==> config.mk <==
export PLATFORM = sky130hd
export DESIGN_NAME = pend_regs
export DESIGN_NICKNAME = d
export VERILOG_FILES = /design/src/rtl/pend_pkg.sv /design/src/rtl/pend_decode.sv /design/src/rtl/pend_word.sv /design/src/rtl/pend_regs.sv
export SDC_FILE = /design/constraint.sdc
export NUM_CORES = 1
export LEC_CHECK = 0
export ABC_CLOCK_PERIOD_IN_PS = 2170
export BUFFER_PORTS_ARGS = -buffer_cell sky130_fd_sc_hd__clkbuf_2
export CELL_PAD_IN_SITES_DETAIL_PLACEMENT = 1
export CELL_PAD_IN_SITES_GLOBAL_PLACEMENT = 2
export CORE_AREA = 2 2 149 151
export DETAILED_ROUTE_END_ITERATION = 6
export DIE_AREA = 0 0 151 153
export PLACE_DENSITY = 0.95
export SETUP_SLACK_MARGIN = 0.15
export SYNTH_ARGS = -nofsm -noshare
export SYNTH_HDL_FRONTEND = slang
export SYNTH_SLANG_ARGS = --single-unit
==> constraint.sdc <==
create_clock -name clk -period 2.17 [get_ports clk]
set_clock_uncertainty 0.05 [all_clocks]
set_input_delay 0.434 -clock clk [delete_from_list [all_inputs] [get_ports clk]]
set_output_delay 0.434 -clock clk [all_outputs]
set_load 0.05 [all_outputs]
==> src/rtl/pend_pkg.sv <==
package pend_pkg;

    localparam int WORD_W      = 32;
    localparam int LEVELS      = 15;
    localparam int LVL_W       = $clog2(LEVELS + 1);
    localparam int PAGE_SHIFT  = 12;
    localparam int SOFT_SHIFT  = 16;
    localparam int ALIAS_SRC   = 14;
    localparam int ALIAS_DST   = 31;

    localparam logic [WORD_W-1:0] SOFT_MASK = 32'hFFFE_0000;
    localparam logic [WORD_W-1:0] HARD_MASK = 32'h0000_FFFE;

    // Word offsets inside a CPU page (address bits [3:2])
    typedef enum logic [1:0] {
        OFS_STATUS = 2'd0,
        OFS_CLEAR  = 2'd1,
        OFS_SET    = 2'd2,
        OFS_SPARE  = 2'd3
    } ofs_e;

    typedef struct packed {
        logic              wr;
        logic              rd;
        ofs_e              ofs;
        logic [WORD_W-1:0] data;
    } bus_op_t;

    typedef struct packed {
        logic             valid;
        logic [LVL_W-1:0] level;
    } hw_op_t;

    // Clear data: bit 14 stands in for bit 31, then keep soft bits only
    function automatic logic [WORD_W-1:0] clear_bits(input logic [WORD_W-1:0] d);
        logic [WORD_W-1:0] m;
        m = d;
        if (m[ALIAS_SRC]) m[ALIAS_DST] = 1'b1;
        return m & SOFT_MASK;
    endfunction

    function automatic logic [WORD_W-1:0] set_bits(input logic [WORD_W-1:0] d);
        return d & SOFT_MASK;
    endfunction

    // One-hot hardware level bit; level 0 falls outside the mask
    function automatic logic [WORD_W-1:0] level_bit(input logic [LVL_W-1:0] lvl);
        logic [WORD_W-1:0] b;
        b = WORD_W'(1) << lvl;
        return b & HARD_MASK;
    endfunction

    // Software bits [31:17] folded down to levels 15..1 (index 0 = level 1)
    function automatic logic [LEVELS-1:0] fold_soft(input logic [WORD_W-1:0] w);
        logic [WORD_W-1:0] s;
        s = (w & SOFT_MASK) >> SOFT_SHIFT;
        return s[LEVELS:1];
    endfunction

endpackage

==> src/rtl/pend_decode.sv <==
module pend_decode
    import pend_pkg::*;
#(
    parameter int CPU_W = 2
) (
    input  logic                     wr,
    input  logic                     rd,
    input  logic [CPU_W-1:0]         page_bits,
    input  logic [1:0]               word_bits,
    input  logic [WORD_W-1:0]        wdata,
    output logic [CPU_W-1:0]         cpu_idx,
    output bus_op_t                  op
);

    always_comb begin
        cpu_idx = page_bits;
        op.wr   = wr;
        op.rd   = rd;
        op.ofs  = ofs_e'(word_bits);
        op.data = wdata;
    end

endmodule

==> src/rtl/pend_word.sv <==
module pend_word
    import pend_pkg::*;
#(
    parameter int CPU_W  = 2,
    parameter int CPU_ID = 0
) (
    input  logic              clk,
    input  logic              rst,
    input  bus_op_t           op,
    input  logic [CPU_W-1:0]  op_cpu,
    input  hw_op_t            hw_set,
    input  logic [CPU_W-1:0]  hw_set_cpu,
    input  hw_op_t            hw_clr,
    input  logic [CPU_W-1:0]  hw_clr_cpu,
    output logic [WORD_W-1:0] pend,
    output logic [LEVELS-1:0] req
);

    localparam logic [CPU_W-1:0] MY_ID = CPU_W'(CPU_ID);

    logic              bus_hit;
    logic [WORD_W-1:0] set_v;
    logic [WORD_W-1:0] clr_v;
    logic [WORD_W-1:0] pend_d;

    assign bus_hit = op.wr && (op_cpu == MY_ID);

    always_comb begin
        set_v = '0;
        clr_v = '0;
        if (bus_hit && op.ofs == OFS_SET)
            set_v = set_v | set_bits(op.data);
        if (bus_hit && op.ofs == OFS_CLEAR)
            clr_v = clr_v | clear_bits(op.data);
        if (hw_clr.valid && hw_clr_cpu == MY_ID)
            clr_v = clr_v | level_bit(hw_clr.level);
        if (hw_set.valid && hw_set_cpu == MY_ID)
            set_v = set_v | level_bit(hw_set.level);
        // set is applied after clear, so a set wins a collision
        pend_d = (pend & ~clr_v) | set_v;
    end

    always_ff @(posedge clk) begin
        if (rst) pend <= '0;
        else     pend <= pend_d;
    end

    assign req = fold_soft(pend);

endmodule

==> src/rtl/pend_regs.sv <==
module pend_regs
    import pend_pkg::*;
#(
    parameter int NUM_CPUS = 4,
    localparam int CPU_W   = (NUM_CPUS > 1) ? $clog2(NUM_CPUS) : 1,
    localparam int ADDR_W  = PAGE_SHIFT + CPU_W
) (
    input  logic                       clk,
    input  logic                       rst,
    input  logic                       bus_wr,
    input  logic                       bus_rd,
    input  logic [ADDR_W-1:0]          bus_addr,
    input  logic [WORD_W-1:0]          bus_wdata,
    output logic [WORD_W-1:0]          bus_rdata,
    input  logic                       hw_set_valid,
    input  logic [CPU_W-1:0]           hw_set_cpu,
    input  logic [LVL_W-1:0]           hw_set_level,
    input  logic                       hw_clr_valid,
    input  logic [CPU_W-1:0]           hw_clr_cpu,
    input  logic [LVL_W-1:0]           hw_clr_level,
    output logic [LEVELS*NUM_CPUS-1:0] level_req
);

    logic [CPU_W-1:0]  cpu_idx;
    bus_op_t           op;
    hw_op_t            hw_set;
    hw_op_t            hw_clr;
    logic [WORD_W-1:0] pend_all [NUM_CPUS];
    logic              unused_addr;

    assign unused_addr = ^{bus_addr[PAGE_SHIFT-1:4], bus_addr[1:0]};

    assign hw_set = '{valid: hw_set_valid, level: hw_set_level};
    assign hw_clr = '{valid: hw_clr_valid, level: hw_clr_level};

    pend_decode #(.CPU_W(CPU_W)) u_decode (
        .wr        (bus_wr),
        .rd        (bus_rd),
        .page_bits (bus_addr[PAGE_SHIFT +: CPU_W]),
        .word_bits (bus_addr[3:2]),
        .wdata     (bus_wdata),
        .cpu_idx   (cpu_idx),
        .op        (op)
    );

    for (genvar c = 0; c < NUM_CPUS; c++) begin : g_cpu
        pend_word #(.CPU_W(CPU_W), .CPU_ID(c)) u_word (
            .clk        (clk),
            .rst        (rst),
            .op         (op),
            .op_cpu     (cpu_idx),
            .hw_set     (hw_set),
            .hw_set_cpu (hw_set_cpu),
            .hw_clr     (hw_clr),
            .hw_clr_cpu (hw_clr_cpu),
            .pend       (pend_all[c]),
            .req        (level_req[c*LEVELS +: LEVELS])
        );
    end

    always_ff @(posedge clk) begin
        if (rst)
            bus_rdata <= '0;
        else if (op.rd)
            bus_rdata <= (op.ofs == OFS_STATUS) ? pend_all[cpu_idx] : '0;
    end

endmodule

==> impl_metrics.toml <==
[outcome]
outcome = "finished, final reports clean"

[placed_design]
dp_cells = 1141
portBuffers = 127
dp_hpwl_microns = 15330
routabilityCongestion = 0.7793
place_area_sq_mm = 0.007924

[layout]
diodes = 0
fin_area_sq_mm = 0.008497
final_cells = 1173
area_delta_synth_final_pct = 14.31
final_util_pct = 39.55
drive_above_1_share_pct = 27.21
nNetsFinal = 944

[sta]
maxSlewViolCount = 0
fmax_ghz = 0.5934
final.period_utilization_pct = 77.66
setup_tns_ps = 0
rsz0062_at_grt = "no"
relSlewSlack_pct = 48.98
tightest_slew_ps = 765.3
hold_viol_final = 0
finalSetupViolations = 0
finalCriticalPeriod_ps = 1685

[worst_setup_path]
worstPathRequired_ps = 2400
timing.rr.end = "bus_rdata[8]"
end_kind = "register"
crit_path_max_fanout = 25
rrSetupSlack_ps = 950
crit_arrival_ps = 1920
critPathKind = "in -> reg"
r2r_start = "g_cpu[3].u_word.pend[8]"
worstSetupStartpointType = "input pin"
reg2reg_depth = 3

[detailed_routing]
drc = 0
route.vias.total = 6504
drt-initial-drc-count = 395
ant_nets = 0
vias_per_cell = 5.545
firstDrtPassIters = 5
wirelength_microns = 23650
wire_per_inst_microns = 20.16

[clock_network]
post_cts_buffers = 0
htreeDepth = 4
cts.sinks = 150
ctsHoldBuffers = 0
cts_tree = "yes"
cts_resized = 0
clk_latency_ps = 420
cts_buffers = 17
clockBufferDepth = 2
clk_pin_slew_ps = 70
root_buffer = "clkbuf_16"

[global_route]
grt_max_degree = 61
grt_pass1_wl_microns = 37810
grt_use_total_pct = 20.96
grt_pass1_vias = 6808
grt_overflow = 0
antenna_found_initial = 0

[floorplanning]
boundaryPins = 156
start_util_pct = 34.60
core_area_sq_mm = 0.02149
rows = 54
die_w_microns = 151
fp.dieArea_sq_mm = 0.02310
die_h_microns = 153

[power]
ir_drop_v = 0.0005069
leakagePower_nw = 3.101
total_power_mw = 6.291
powerDensity_mw_per_mm2 = 740.4

[logic_synthesis]
yosysTopAreaCell = "dfxtp_1"
synth_async_sr_flop_share_pct = 0
ys_top_cells_by_area = "dfxtp_1 40%, a21oi_1 10%, mux4_2 9.1%"
syn_avg_cell_area_sq_um = 8.924
ys.flop_type = "dfxtp_1"
synth_warnings = 0
synth_cell_types = 44
synthCells = 833
ys_seq_area_share_pct = 40.40
syn_area_sq_mm = 0.007433
synthTopCellsByCount = "150 x dfxtp_1, 148 x a21oi_1, 66 x buf_4"
ys_ff_latch = 150
synth_top_area_share_pct = 40.40
synthMostInstantiatedCell = "dfxtp_1"
synth_edf_count = 0

[hold_path]
min_to = "g_cpu[1].u_word.pend[19]"
min_delay_path_depth = 3
hp-class = "in -> reg"
holdCritStartpoint = "bus_wdata[19]"

[flow_run]
cap_violations = 0
==> cell families after synthesis <==
| family | synth area share (%) |
|---|---|
| multiplexers | 9.089 |
| AND/OR/NAND/NOR | 17.69 |
| buffers and inverters | 12.34 |
| AO/OA/AOI/OAI | 20.43 |
| flip-flops | 40.40 |
| other | 0.05045 |
==> cell usage in the layout, fill, tap and decap left out, types with 2 or more instances in the layout <==
master / count
or4b_4: 2
or4b_1: 2
nand3_1: 60
clkbuf_16: 17
nand4b_1: 4
inv_6: 4
o31ai_1: 45
nor3b_2: 2
nand4bb_1: 6
o41ai_1: 15
o21ai_0: 54
clkinv_2: 2
buf_12: 6
and4b_1: 4
nor2b_1: 30
clkbuf_2: 125
nor4b_1: 3
mux4_2: 30
and4bb_2: 6
nand2_1: 61
inv_8: 2
a21oi_1: 148
buf_4: 32
conb_1: 2
and3b_1: 2
nor2_1: 32
dfxtp_1: 150
o21ai_1: 6
inv_1: 15
clkinvlp_4: 2
clkinv_4: 4
nand3b_1: 3
==> report_power, final <==
part	internal (mW)	total, mW	switching, mW
registers	2.78	2.79	0.0165
logic	0.168	0.585	0.417
clock network	1.61	2.91	1.30
total	4.55	6.29	1.74
==> worst max-delay path by stage <==
stage / startpoint / endpoint / slack [ps] / cells past startpoint
2_1_floorplan: bus_addr[12] / bus_rdata[31] / 630 / 5
3_3_place_gp: bus_addr[12] / g_cpu[1].u_word.pend[19] / 100 / 5
3_5_place_dp: bus_addr[12] / g_cpu[1].u_word.pend[28] / -3 / 5
4_1_cts: bus_addr[12] / g_cpu[1].u_word.pend[28] / 440 / 5
5_1_grt: bus_addr[12] / g_cpu[1].u_word.pend[28] / 410 / 5
6_report: bus_addr[12] / g_cpu[1].u_word.pend[28] / 480 / 5
==> metal layers <==
layer  share of wire, %  GRT usage (%)
met1                 42          26.20
met4                1.6          6.631
met2                 51          36.23
met5                  0              0
met3                5.1          4.000
==> per-stage QoR <==
stage | hold WS (ps) | worst slack (ps)
final | 247.0 | 484.8
after global routing | 241.6 | 412.8
after CTS | 226.4 | 443.5
after detailed placement | 417.0 | -3.264
after global placement | 407.1 | 103.2
after floorplan | 398.7 | 627.3
==> worst max-delay path, cell delays in order <==
cell and delay (ps):
buf_2 230, buf_12 240, or2b_1 530, o31ai_1 350, a21oi_1 100
==> area by class of cell <==
type	count	area, sq um
tap	280	350.3
clock inverter	15	147.6
fill	2561	12990
timing repair buffer	164	991.0
inverter	15	56.30
clock buffer	17	425.4
sequential	150	3003
multi-input combinational	532	3523
==> registers in the layout, indices dropped and copies added (netlist names) <==
name,flops
g_cpu.u_word.pend,120
bus_rdata,30
Power figures use the tool's default switching activity.
